File: config.mk
export PLATFORM = sky130hd
export DESIGN_NAME = cluster_collector
export DESIGN_NICKNAME = d
export VERILOG_FILES = /design/src/rtl/cc_pkg.sv /design/src/rtl/cc_run_tracker.sv /design/src/rtl/cc_stage_buf.sv /design/src/rtl/cluster_collector.sv
export SDC_FILE = /design/constraint.sdc
export NUM_CORES = 2
export LEC_CHECK = 0
export ABC_CLOCK_PERIOD_IN_PS = 4600
export CORE_MARGIN = 8
export CORE_UTILIZATION = 57
export DETAILED_ROUTE_END_ITERATION = 8
export GPL_TIMING_DRIVEN = 0
export MAX_ROUTING_LAYER = met4
export PLACE_DENSITY = 0.76
export SETUP_SLACK_MARGIN = 0.3
export SKIP_CTS_REPAIR_TIMING = 1
export SYNTH_ARGS = -nofsm -noshare
export SYNTH_HDL_FRONTEND = slang
export SYNTH_SLANG_ARGS = --single-unit
File: constraint.sdc
create_clock -name clk -period 4.6 [get_ports clk]
set_clock_uncertainty 0.2 [all_clocks]
set_input_delay 0.46 -clock clk [delete_from_list [all_inputs] [get_ports clk]]
set_output_delay 0.46 -clock clk [all_outputs]
set_load 0.005 [all_outputs]
File: src/rtl/cc_pkg.sv
package cc_pkg;
    localparam int CC_NCH    = 128;
    localparam int CC_MAX_CL = 64;
    localparam int CC_EVT_W  = 12;
    localparam int CC_BRD_W  = 4;
    localparam int CC_SIZE_W = 3;

    typedef enum logic [1:0] {
        CC_COLLECT = 2'd0,
        CC_WAIT    = 2'd1,
        CC_EMIT    = 2'd2
    } cc_state_e;
endpackage

File: src/rtl/cc_run_tracker.sv
// Follows runs of hit strips and reports each finished run for one cycle.
module cc_run_tracker #(
    parameter int NCH = 128,
    localparam int AW = $clog2(NCH),
    localparam int LW = AW + 1
) (
    input  logic          clk,
    input  logic          rst_n,
    input  logic          step,
    input  logic          hit,
    output logic          last,
    output logic          close_vld,
    output logic [AW-1:0] close_start,
    output logic [LW-1:0] close_len
);
    typedef struct packed {
        logic [AW-1:0] ch;
        logic          act;
        logic [AW-1:0] start;
        logic [LW-1:0] len;
    } trk_t;

    trk_t s_d, s_q;

    always_comb begin
        s_d         = s_q;
        last        = (s_q.ch == AW'(NCH - 1));
        close_vld   = 1'b0;
        close_start = s_q.start;
        close_len   = s_q.len;
        if (step) begin
            if (hit) begin
                s_d.start = s_q.act ? s_q.start : s_q.ch;
                s_d.len   = s_q.act ? s_q.len + 1'b1 : LW'(1);
                s_d.act   = ~last;
                if (last) begin
                    close_vld   = 1'b1;
                    close_start = s_d.start;
                    close_len   = s_d.len;
                end
            end else begin
                close_vld = s_q.act;
                s_d.act   = 1'b0;
            end
            s_d.ch = last ? '0 : s_q.ch + 1'b1;
        end
    end

    always_ff @(posedge clk) begin
        if (!rst_n) s_q <= '0;
        else        s_q <= s_d;
    end
endmodule

File: src/rtl/cc_stage_buf.sv
// Local store for the clusters of one event, written in order, read by index.
module cc_stage_buf #(
    parameter int DEPTH = 64,
    parameter int DW    = 11,
    localparam int IW   = $clog2(DEPTH)
) (
    input  logic          clk,
    input  logic          rst_n,
    input  logic          wr_en,
    input  logic [IW-1:0] wr_addr,
    input  logic [DW-1:0] wr_data,
    input  logic [IW-1:0] rd_addr,
    output logic [DW-1:0] rd_data
);
    logic [DW-1:0] mem_d [DEPTH];
    logic [DW-1:0] mem_q [DEPTH];

    always_comb begin
        mem_d = mem_q;
        if (wr_en) mem_d[wr_addr] = wr_data;
    end

    always_ff @(posedge clk) begin
        if (!rst_n) begin
            for (int i = 0; i < DEPTH; i++) mem_q[i] <= '0;
        end else begin
            mem_q <= mem_d;
        end
    end

    assign rd_data = mem_q[rd_addr];
endmodule

File: src/rtl/cluster_collector.sv
module cluster_collector
    import cc_pkg::*;
#(
    parameter int NCH     = CC_NCH,
    parameter int MAX_CL  = CC_MAX_CL,
    parameter int EVT_W   = CC_EVT_W,
    parameter int BRD_W   = CC_BRD_W,
    parameter int SIZE_W  = CC_SIZE_W,
    localparam int AW     = $clog2(NCH),
    localparam int LW     = AW + 1,
    localparam int CNT_W  = $clog2(MAX_CL + 1),
    localparam int SPC_W  = CNT_W + 1,
    localparam int IW     = $clog2(MAX_CL),
    localparam int CLW    = AW + SIZE_W + 1,
    localparam int W      = 1 + EVT_W + BRD_W + CNT_W + 1
) (
    input  logic             clk,
    input  logic             rst_n,
    input  logic [CNT_W-1:0] cfg_limit,
    input  logic [BRD_W-1:0] cfg_board,
    input  logic             in_valid,
    input  logic             in_hit,
    output logic             in_ready,
    input  logic [SPC_W-1:0] fifo_space,
    output logic             fifo_wr,
    output logic [W-1:0]     fifo_data
);
    localparam int SMAX = (1 << SIZE_W) - 1;

    typedef struct packed {
        cc_state_e        st;
        logic [CNT_W-1:0] kept;
        logic             trunc;
        logic [CNT_W-1:0] idx;
        logic [EVT_W-1:0] evt;
    } ctl_t;

    ctl_t s_d, s_q;

    logic             step, last, close_vld, keep, ovf;
    logic [AW-1:0]    close_start;
    logic [LW-1:0]    close_len;
    logic [SIZE_W-1:0] size;
    logic [CNT_W-1:0] eff_lim;
    logic [CLW-1:0]   cl_word, rd_word;

    assign step = in_valid && in_ready;

    cc_run_tracker #(.NCH(NCH)) u_trk (
        .clk        (clk),
        .rst_n      (rst_n),
        .step       (step),
        .hit        (in_hit),
        .last       (last),
        .close_vld  (close_vld),
        .close_start(close_start),
        .close_len  (close_len)
    );

    assign eff_lim = (cfg_limit > CNT_W'(MAX_CL)) ? CNT_W'(MAX_CL) : cfg_limit;
    assign keep    = close_vld && (s_q.kept < eff_lim);
    assign ovf     = close_len > LW'(SMAX);
    assign size    = ovf ? SIZE_W'(SMAX) : close_len[SIZE_W-1:0];
    assign cl_word = {close_start, size, ovf};

    cc_stage_buf #(.DEPTH(MAX_CL), .DW(CLW)) u_buf (
        .clk    (clk),
        .rst_n  (rst_n),
        .wr_en  (keep),
        .wr_addr(s_q.kept[IW-1:0]),
        .wr_data(cl_word),
        .rd_addr(IW'(s_q.idx - 1'b1)),
        .rd_data(rd_word)
    );

    always_comb begin
        s_d = s_q;
        unique case (s_q.st)
            CC_COLLECT: begin
                if (keep) s_d.kept = s_q.kept + 1'b1;
                if (close_vld && !keep) s_d.trunc = 1'b1;
                if (step && last) s_d.st = CC_WAIT;
            end
            CC_WAIT: begin
                if (fifo_space >= ({1'b0, s_q.kept} + 1'b1)) begin
                    s_d.st  = CC_EMIT;
                    s_d.idx = '0;
                end
            end
            CC_EMIT: begin
                if (s_q.idx == s_q.kept) begin
                    s_d.st    = CC_COLLECT;
                    s_d.kept  = '0;
                    s_d.trunc = 1'b0;
                    s_d.evt   = s_q.evt + 1'b1;
                end else begin
                    s_d.idx = s_q.idx + 1'b1;
                end
            end
            default: s_d.st = CC_COLLECT;
        endcase
    end

    always_ff @(posedge clk) begin
        if (!rst_n) begin
            s_q    <= '0;
            s_q.st <= CC_COLLECT;
        end else begin
            s_q <= s_d;
        end
    end

    assign in_ready  = (s_q.st == CC_COLLECT);
    assign fifo_wr   = (s_q.st == CC_EMIT);
    assign fifo_data = (s_q.idx == '0)
                     ? {1'b1, s_q.evt, cfg_board, s_q.kept, s_q.trunc}
                     : {1'b0, {(W - 1 - CLW){1'b0}}, rd_word};
endmodule

==> flow_metrics.py <==
metrics = {
    "yosys": {
        "synth_area_um2": 35080,
        "async_flop_share_pct": 0,
        "avgSynthCellArea_um2": 9.958,
        "synth_edf_count": 0,
        "synth-seq-cells": 756,
        "synth_fp_nets": 3566,
        "synth-main-ff-cell": "dfxtp_1",
        "yosys_warnings": 0,
        "seq_area_frac_synth_pct": 43.14,
        "postSynthCellCount": 3523,
        "ys_types": 57,
    },
    "sta": {
        "setup_viol": 0,
        "tns_ps": 0,
        "slew_headroom_pct": 2.281,
        "finalMaxSlewViolations": 0,
        "rsz0062_at_grt": "true",
        "clock.fmax_ghz": 0.2180,
        "period_share_pct": 99.74,
        "period_needed_ps": 4588,
        "final-hold-violation-count": 0,
        "worst_slew_pin_slew_ps": 1466,
    },
    "global_route": {
        "grt-ovfl-total": 0,
        "first_global_vias": 28680,
        "grtUsageTotal_pct": 33.95,
        "grt_max_degree": 15,
        "grt_pass1_wl_um": 178900,
        "grt_antenna_before_repair": 4,
    },
    "clock_tree": {
        "clock_latency_ps": 630,
        "path_clk_slew_ps": 70,
        "ctsHtreeMaxLevel": 3,
        "clock-root-buffer": "clkbuf_16",
        "cts_tree": "yes",
        "cts.sinks": 756,
        "cts_buffers": 78,
        "cts.path.max_buffers": 3,
    },
    "critical_path": {
        "worstPathRequired_ps": 3940,
        "worstSetupPathType": "register to output pin",
        "reg2reg_depth": 7,
        "critPathLaunchType": "register",
        "r2r-start": "s_q[21]",
        "rrSetupSlack_ps": 300,
        "crit_path_max_fanout": 7,
        "critPathArrivalTime_ps": 3930,
        "worst_r2r_endpoint": "u_buf.mem_q[582]",
        "cp-end-kind": "output pin",
    },
    "route": {
        "routed.top_layer": "met4",
        "route.detailed.drc": 0,
        "wl_met2_um": 51680,
        "routed-wl-met3_um": 16460,
        "dr.first_iter.drc_count": 4640,
        "ant_nets": 0,
        "routedWlPerCell_um": 26.59,
        "drtPass1Iterations": 9,
        "met1_length_um": 46090,
        "via_count": 30720,
        "avgViaCountPerCell": 6.767,
        "wirelength_um": 120700,
    },
    "die": {
        "die_h_um": 264.1,
        "coreArea_um2": 61260,
        "num_rows": 91,
        "pin_count": 50,
        "die_w_um": 264.1,
        "die-area_um2": 69740,
        "start_util_pct": 57.27,
    },
    "pwr": {
        "peakVddDrop_mv": 0.2621,
        "p_per_area_nw_per_um2": 333.6,
        "finalPower_mw": 13.51,
        "switching_share_pct": 22.21,
        "power.switching_mw": 2.999,
        "p_int_mw": 10.51,
        "seqPwrFrac_pct": 48.6,
        "power_leakage_nw": 19.89,
        "combPwrFrac_pct": 2.4,
        "clkPwrFrac_pct": 49.1,
    },
    "hold_path": {
        "worstHoldStart": "u_buf.mem_q[253]",
        "holdPathStages": 2,
        "holdCritPathClass": "register to register",
        "hold_path_end": "u_buf.mem_q[253]",
    },
    "finish": {
        "layout.nets": 3727,
        "drive_gt1_share_pct": 19.21,
        "nFillCells": 4698,
        "area_growth_pct": 15.38,
        "final_core_util_pct": 66.08,
    },
    "job": {
        "drv_cap": 0,
    },
    "place": {
        "io_buffer_count": 48,
        "place_hpwl_um": 85510,
        "gp_congestion": 1.051,
    },
    "run_status": {
        "status": "complete, no violations",
    },
}
[registers in the layout, indices dropped and copies added (netlist names)]
signal	cells
u_buf.mem_q	704
s_q	29
u_trk.s_q	23
[area by class of cell]
| type | instances | area [um2] | area share [%] |
|---|---|---|---|
| antenna | 6 | 15.01 | 0.03709 |
| buffer | 357 | 2028 | 5.011 |
| clock buffer | 110 | 2295 | 5.669 |
| clock inverter | 29 | 359.1 | 0.8871 |
| inverter | 10 | 40.04 | 0.09891 |
| multi-input combinational | 2399 | 18780 | 46.39 |
| sequential | 756 | 15140 | 37.39 |
| tap | 790 | 988.4 | 2.442 |
| timing repair buffer | 82 | 838.3 | 2.071 |
[placed cells by master (no fill, tap or decap), types with 28 or more instances in the layout]
master,instances
buf_6,38
o21ai_0,202
clkdlybuf4s50_1,37
mux4_2,176
nand3_1,114
and2_1,28
buf_2,64
dfxtp_1,755
nand2_1,688
a21oi_1,212
xnor2_1,30
o21ai_1,87
nor3_2,62
nor2_1,33
buf_4,49
nor3_4,60
o211a_1,441
clkbuf_16,81
clkbuf_1,198
[power groups by stage]
stage / Combinational (mW) / Sequential [mW] / Clock (mW)
4_1_cts: 0.310 / 6.56 / 6.61
3_5_place_dp: 0.307 / 6.70 / 0
3_3_place_gp: 0.303 / 6.70 / 0
2_1_floorplan: 0.174 / 6.70 / 0
5_1_grt: 0.335 / 6.55 / 6.88
6_report: 0.323 / 6.56 / 6.63
[layer usage]
| layer | vias to the layer above | global-route usage [%] |
|---|---|---|
| li1 | 13230 | - |
| met2 | 2093 | 48.60 |
| met4 | 0 | 16.26 |
| met5 | - | - |
| met1 | 15020 | 44.22 |
| met3 | 380 | 9.428 |
[synthesized netlist by cell type (23+ instances only)]
library cell	instances	area share [%]
buf_1	26	0.28
o211a_1	441	13
buf_2	73	1.0
a21oi_1	223	3.2
and2_1	28	0.50
o21ai_1	85	1.2
nand2_1	688	7.4
nor2_1	37	0.40
mux4_2	176	11
xnor2_1	31	0.77
dfxtp_1	756	43
buf_4	23	0.49
o21ai_0	214	3.1
buf_6	25	0.80
nor3_4	58	2.7
nor3_2	63	1.8
clkbuf_1	211	2.3
nand3_1	125	1.8
[how the worst max path moves through the flow]
stage / startpoint / endpoint / slack [ps] / depth (start not counted)
2_1_floorplan: s_q[12] / fifo_data[4] / 320 / 15
3_3_place_gp: s_q[12] / fifo_data[8] / -2890 / 16
3_5_place_dp: s_q[12] / fifo_data[8] / -2900 / 16
4_1_cts: s_q[12] / fifo_data[8] / -3570 / 16
5_1_grt: s_q[12] / fifo_data[8] / -30 / 16
6_report: s_q[12] / fifo_data[5] / 10 / 16
[cell families after synthesis]
family	after synthesis	share of synthesized area, %
AO/OA/AOI/OAI	1052	22.11
XOR/XNOR	39	0.9737
adder cells (fa/ha/maj)	20	0.7133
buffers and inverters	368	4.979
flip-flops	756	43.14
multiplexers	192	11.79
AND/OR/NAND/NOR	1096	16.29
[worst max-delay path, stage by stage (launching register included)]
cell and delay (ps):
dfxtp_2 340, buf_6 130, buf_12 130, buf_12 100
buf_12 110, inv_4 30, ha_4 250, buf_6 130
buf_12 150, buf_8 110, mux4_2 500, mux2_4 300
a221oi_4 310, a21oi_4 130, o21ai_2 180, nand3_2 190
buf_2 200
[stage by stage]
stage / setup slack [ps] / area, um2 / instances / hold WS (ps)
5_1_grt: -25.43 / 40470 / 4536 / 266.8
2_1_floorplan: 323.9 / 35080 / 3523 / 225.2
3_5_place_dp: -2904 / 36730 / 4369 / 236.9
6_report: 12.10 / 40480 / 4539 / 246.3
4_1_cts: -3567 / 39390 / 4508 / 246.2
3_3_place_gp: -2887 / 36550 / 4361 / 232.3
No activity file was read; power rests on OpenSTA's default activity.
